## config.mk

```make
export PLATFORM = sky130hd
export DESIGN_NAME = stack_ptr_guard
export DESIGN_NICKNAME = d
export VERILOG_FILES = /design/src/rtl/stkptr_pkg.sv /design/src/rtl/stkptr_adjust.sv /design/src/rtl/stkptr_ptr_reg.sv /design/src/rtl/stkptr_lockout.sv /design/src/rtl/stack_ptr_guard.sv
export SDC_FILE = /design/constraint.sdc
export NUM_CORES = 1
export LEC_CHECK = 0
export BUFFER_PORTS_ARGS = -buffer_cell sky130_fd_sc_hd__buf_2
export CORE_UTILIZATION = 25
export DETAILED_ROUTE_END_ITERATION = 8
export GPL_TIMING_DRIVEN = 0
export PLACE_DENSITY = 0.52
export SLEW_MARGIN = 40
export SYNTH_ARGS = -nofsm -noshare
export SYNTH_HDL_FRONTEND = slang
export SYNTH_SLANG_ARGS = --single-unit
```

## constraint.sdc

```tcl
create_clock -name clk -period 0.91 [get_ports clk]
set_input_delay 0.0455 -clock clk [delete_from_list [all_inputs] [get_ports clk]]
set_output_delay 0.0455 -clock clk [all_outputs]
set_load 0.005 [all_outputs]
```

## src/rtl/stkptr_pkg.sv

```systemverilog
package stkptr_pkg;

  // Mask with the lowest 'bits' bits set, capped at 16.
  function automatic logic [15:0] low_mask(int unsigned bits);
    logic [15:0] m;
    m = '0;
    for (int i = 0; i < 16; i++) begin
      if (i < bits) m[i] = 1'b1;
    end
    return m;
  endfunction

  typedef enum logic [2:0] {
    ADJ_NONE,
    ADJ_PUSH,
    ADJ_POP,
    ADJ_CALL,
    ADJ_RET
  } adj_op_e;

endpackage

```

## src/rtl/stkptr_adjust.sv

```systemverilog
module stkptr_adjust
  import stkptr_pkg::*;
#(
  parameter logic [15:0] MASK      = 16'h3FFF,
  parameter int unsigned RET_BYTES = 2
) (
  input  logic        push_req,
  input  logic        pop_req,
  input  logic        call_req,
  input  logic        ret_req,
  input  logic [15:0] sp_q,
  output logic        adj_en,
  output logic [15:0] sp_adj
);

  localparam logic [15:0] RET_STEP = 16'(RET_BYTES);

  adj_op_e op;

  // Fixed priority among hardware requests.
  always_comb begin
    if (push_req)      op = ADJ_PUSH;
    else if (pop_req)  op = ADJ_POP;
    else if (call_req) op = ADJ_CALL;
    else if (ret_req)  op = ADJ_RET;
    else               op = ADJ_NONE;
  end

  always_comb begin
    adj_en = (op != ADJ_NONE);
    unique case (op)
      ADJ_PUSH: sp_adj = (sp_q - 16'd1) & MASK;
      ADJ_POP:  sp_adj = (sp_q + 16'd1) & MASK;
      ADJ_CALL: sp_adj = (sp_q - RET_STEP) & MASK;
      ADJ_RET:  sp_adj = (sp_q + RET_STEP) & MASK;
      default:  sp_adj = sp_q;
    endcase
  end

endmodule

```

## src/rtl/stkptr_ptr_reg.sv

```systemverilog
module stkptr_ptr_reg #(
  parameter logic [15:0] MASK      = 16'h3FFF,
  parameter logic [15:0] RESET_VAL = 16'h3FFF,
  parameter int unsigned LANES     = 2
) (
  input  logic             clk,
  input  logic             rst_n,
  input  logic [LANES-1:0] lane_we,
  input  logic [7:0]       wdata,
  input  logic             hw_en,
  input  logic [15:0]      hw_val,
  output logic [15:0]      sp_q
);

  logic [15:0] sw_val;
  logic [15:0] sp_d;
  logic        sw_en;
  logic        load_en;

  // One byte lane per software-visible register.
  for (genvar b = 0; b < LANES; b++) begin : g_lane
    always_comb begin
      sw_val[b*8 +: 8] = lane_we[b] ? wdata : sp_q[b*8 +: 8];
    end
  end

  always_comb begin
    sw_en   = |lane_we;
    load_en = sw_en | hw_en;
    if (sw_en)      sp_d = sw_val & MASK;
    else if (hw_en) sp_d = hw_val & MASK;
    else            sp_d = sp_q;
  end

  always_ff @(posedge clk or negedge rst_n) begin
    if (!rst_n) begin
      sp_q <= RESET_VAL & MASK;
    end else if (load_en) begin
      sp_q <= sp_d;
    end
  end

endmodule

```

## src/rtl/stkptr_lockout.sv

```systemverilog
module stkptr_lockout #(
  parameter int unsigned WINDOW = 4
) (
  input  logic clk,
  input  logic rst_n,
  input  logic arm,
  input  logic io_we,
  input  logic instr_done,
  output logic blocked
);

  localparam int unsigned CW = $clog2(WINDOW + 1);
  localparam logic [CW-1:0] WIN = CW'(WINDOW);
  localparam logic [CW-1:0] ONE = CW'(1);

  logic [CW-1:0] cnt_q;
  logic [CW-1:0] cnt_d;
  logic          active;
  logic          cnt_en;

  always_comb begin
    active = (cnt_q != '0);
    cnt_en = arm | (active & (io_we | instr_done));
    if (arm)                      cnt_d = WIN;
    else if (active && io_we)     cnt_d = '0;
    else if (active && instr_done) cnt_d = cnt_q - ONE;
    else                          cnt_d = cnt_q;
  end

  always_ff @(posedge clk or negedge rst_n) begin
    if (!rst_n) begin
      cnt_q <= '0;
    end else if (cnt_en) begin
      cnt_q <= cnt_d;
    end
  end

  assign blocked = active;

endmodule

```

## src/rtl/stack_ptr_guard.sv

```systemverilog
module stack_ptr_guard
  import stkptr_pkg::*;
#(
  parameter logic [15:0] RAM_TOP     = 16'h3FFF,
  parameter int unsigned SP_BITS     = 14,
  parameter int unsigned RET_BYTES   = 2,
  parameter int unsigned LOCK_INSTRS = 4
) (
  input  logic        clk,
  input  logic        rst_n,
  input  logic        io_we,
  input  logic        io_sel_lo,
  input  logic        io_sel_hi,
  input  logic [7:0]  io_wdata,
  input  logic        instr_done,
  input  logic        push_req,
  input  logic        pop_req,
  input  logic        call_req,
  input  logic        ret_req,
  output logic [15:0] sp_value,
  output logic        irq_block
);

  localparam logic [15:0] SP_MASK = low_mask(SP_BITS);

  // Asynchronous assert, synchronous release.
  logic [1:0] rst_pipe;
  logic       rst_q_n;

  always_ff @(posedge clk or negedge rst_n) begin
    if (!rst_n) rst_pipe <= 2'b00;
    else        rst_pipe <= {rst_pipe[0], 1'b1};
  end
  assign rst_q_n = rst_pipe[1];

  logic [1:0]  lane_we;
  logic        hw_en;
  logic [15:0] hw_val;

  assign lane_we = {io_we & io_sel_hi, io_we & io_sel_lo};

  stkptr_adjust #(
    .MASK      (SP_MASK),
    .RET_BYTES (RET_BYTES)
  ) u_adjust (
    .push_req (push_req),
    .pop_req  (pop_req),
    .call_req (call_req),
    .ret_req  (ret_req),
    .sp_q     (sp_value),
    .adj_en   (hw_en),
    .sp_adj   (hw_val)
  );

  stkptr_ptr_reg #(
    .MASK      (SP_MASK),
    .RESET_VAL (RAM_TOP),
    .LANES     (2)
  ) u_ptr (
    .clk     (clk),
    .rst_n   (rst_q_n),
    .lane_we (lane_we),
    .wdata   (io_wdata),
    .hw_en   (hw_en),
    .hw_val  (hw_val),
    .sp_q    (sp_value)
  );

  stkptr_lockout #(
    .WINDOW (LOCK_INSTRS)
  ) u_lock (
    .clk        (clk),
    .rst_n      (rst_q_n),
    .arm        (lane_we[0]),
    .io_we      (io_we),
    .instr_done (instr_done),
    .blocked    (irq_block)
  );

endmodule

```

==> results by group <==
Outcome
  • Status: complete, but fails checks
  • Failing checks: setup timing

STA
  • Setup WS post-layout: -1.232 ns
  • Slew Limit Fails: 0
  • Tcrit/Tclk final: 2.354
  • Worst Max-Slew Pin Slew: 0.7377 ns
  • Hold_ws: between 0.03 and 0.04 ns
  • Crit path time final: 2.142 ns
  • Slew margin rel.: 0.5055
  • Final setup TNS: -17.32 ns
  • Final hold vios: 0
  • Final setup fails: 32
  • Worst Skew: between 0.006 and 0.007 ns
  • RSZ-0062 raised after global routing: yes
  • FMAX: 466.8 MHz

Min path
  • Hold Path Class: in2reg

Clock network
  • Root Driver: clkbuf_8
  • CTS tree: yes
  • Max clock buf depth: 2
  • Sink Count: 19
  • Clk slew on worst S/H paths: 0.08 ns
  • Htree depth: 1
  • Clk_lat worst skew: 0.27 ns
  • Num CTS Buffers: 3

Final layout
  • Synthesis-to-layout area growth: 60.15%
  • Fin nets: 385
  • # fillers: about 830
  • Post-route cell area: 3505 µm²
  • Most frequent cells in the layout: 31 x buf_6, 24 x nand2_1, 23 x buf_4
  • Commonest non-fill, non-tap cell in the layout: buf_6
  • N_diodes: 0
  • Ratio of cells with drive above 1 in the final layout: 0.5044

Run
  • Max-cap viol count: 0

Placement
  • Post-DP Area: 2616 µm²
  • GPL Wtd Cong: 0.8983
  • Final HPWL DP: 5.182 mm
  • Port-buffer cells: 31

Route
  • Drt pass-1 iters: 4
  • Routed Antenna Nets: 0
  • Post-route DRC: 0
  • Initial DRC Count: 119
  • DR vias: approximately 2300
  • Via density: 5.205
  • Total length of routed wires: between 7 and 8 mm
  • DR WL/cell: 16.30 µm

Synthesis
  • Dominant synthesized flop cell: dfstp_2
  • Yosys reg bits: 19
  • Ranking of synthesized cells by area: dfstp_2 17%, ha_1 14%, dfrtp_1 5.7%
  • EDFF count, synth: 0
  • Synth warnings: 0
  • Mean Syn Cell Area: 8.227 µm²
  • Syn Inst Count: 266
  • Synthesized area: 2188 µm²
  • Netlist cell types: 54
  • Post-synth ARST share: 1.000
  • Area leader, netlist: dfstp_2
  • Post-synthesis sequential area ratio: 0.2253
  • Share of the synthesized area in the top cell type: 0.1681

Power and ir drop
  • Sw Share: 0.4444
  • Leak Pwr: around 1.4 nW
  • Internal power: 0.006881 W
  • Sequential share of power: 0.160
  • Clock power share: 0.052
  • P per Cell Area: ~3500 nW/µm²
  • Peak supply drop: a little over 900 µV
  • Comb power frac: 0.789
  • P_sw: 0.005503 W

GRT
  • First-pass GRT wire length: approximately 12 mm
  • Pin count of the biggest net entering global routing: 18
  • Total GRT Usage: 0.1652
  • Grt ovf: 0
  • Number of global-route vias before repair: 2261
  • Antenna violations before repair: 0

Floorplan
  • # IOs: 35
  • Die area: 9132 µm²
  • Core Area: 8341 µm²
  • Std cell rows: 33
  • Initial core utilization: 0.2624
  • Die Y: 95.56 µm
  • DIE WIDTH: 95.56 µm

Critical path
  • CP arrival: roughly 2.3 ns
  • Worst path max stage delay: approximately 0.58 ns
  • Max FO, Critical Path: 3
  • Critical path cell sequence: inv_2 -> fa_2 -> nor2b_4 -> o2111ai_2 -> a21oi_2 -> o22ai_2 -> xor2_1 -> a221oi_2
  • Slowest cell on crit path: dfstp_2
  • Critical Path Source Type: register
  • CP Capture Type: register
  • CP Class: reg2reg
  • Req. time, crit path: 1.09 ns
-- critical path: cells and delay by family, from the launching register on --
family / cells / cell delay (ns)
compound gates: 4 / 0.70
flops: 1 / 0.58
fa+ha+maj: 1 / 0.38
xor+xnor: 1 / 0.19
simple gates: 1 / 0.15
buf+inv: 1 / 0.06
-- flip-flops by register name, summed over array words and instances (netlist names) --
name / flops
u_ptr.sp_q: 14
u_lock.cnt_q: 3
rst_pipe: 2
-- cell usage after synthesis (2+ instances only) --
cell,count
nor2b_1,2
nand2b_1,4
nand3_1,6
or3_1,4
xnor2_1,7
o22ai_1,5
dfrtp_1,5
ha_1,25
mux2i_1,3
a31oi_1,3
nor2_1,16
o21a_1,3
a21o_1,10
a211oi_1,8
fa_1,2
a221oi_1,3
dfstp_2,14
or2_2,4
nor3_1,9
inv_1,8
buf_4,3
a21oi_2,2
nand2_1,27
o31ai_1,4
and2_1,3
o21ai_0,25
nand4_1,3
a21oi_1,21
conb_1,2
nand3b_1,2
xor2_1,10
-- per-stage QoR --
stage | setup WS (ns) | cells | utilization | power, W
detailed placement | -1.829 | 403 | 0.3137 | 0.008179
CTS | -1.214 | 431 | 0.3657 | 0.01023
floorplan | -1.229 | 267 | - | 0.006644
finish | -1.232 | 444 | 0.4202 | 0.01238
global placement | -1.812 | 403 | 0.3131 | 0.008128
global route | -1.303 | 444 | 0.4202 | 0.01342
-- layout make-up --
class | instances | area [µm²] | share of cell area
buffer | 5 | 37.54 | 0.01071
clock buffer | 3 | 41.29 | 0.01178
clock inverter | 1 | 7.507 | 0.002142
inverter | 8 | 30.03 | 0.008568
multi-input combinational | 235 | 2166 | 0.6180
sequential | 19 | 493.0 | 0.1407
tap | 105 | 131.4 | 0.03749
timing repair buffer | 68 | 598.1 | 0.1707
-- worst paths after layout --
path                          startpoint         endpoint  cells past startpoint  slack [ns]
max in group asynchronous    rst_pipe[1]  u_lock.cnt_q[1]                      0        0.15
min reg2reg                  rst_pipe[1]  u_lock.cnt_q[2]                      0        0.31
min in group asynchronous          rst_n      rst_pipe[0]                      2        0.10
min                                io_we  u_lock.cnt_q[2]                      2        0.04
max                        u_ptr.sp_q[1]   u_ptr.sp_q[10]                      8       -1.23
max reg2reg                u_ptr.sp_q[1]   u_ptr.sp_q[10]                      8       -1.23
-- layer usage --
layer  vias to the layer above  global-route usage  wire length, µm
met1                      1104              0.2263             3351
met4                         0             0.05473              116
met3                         9             0.01196              238
li1                       1158                   -                -
met5                         -                   0                0
met2                        40              0.2732             3529
-- power groups by stage --
stage	registers, W	logic, W	clock network [W]
floorplan	0.00183	0.00482	0
global placement	0.00202	0.00610	0
detailed placement	0.00201	0.00617	0
CTS	0.00192	0.00767	0.000635
global route	0.00203	0.0107	0.000674
finish	0.00198	0.00977	0.000639
-- logic make-up (layout without fill, tap and decap cells) --
group,after synthesis,count (layout),share of synthesized area
AOI/OAI and AO/OA,101,101,0.3151
xor gates and xnor gates,17,17,0.06804
adders and majority gates,27,27,0.1612
buffers and inverters,13,85,0.02801
DFF,19,19,0.2253
muxes,3,3,0.01372
other,2,3,0.003432
and+or+nand+nor,84,84,0.1852
-- timing repair --
action,4_1_cts,5_1_grt
pin swaps,30,43
endpoints found under the hold margin,2,0
endpoints found under the setup margin,32,32
resized for setup,46,59
setup buffers,23,14
hold buffers,1,0
Note: power is estimated with default switching activity, not from simulation.
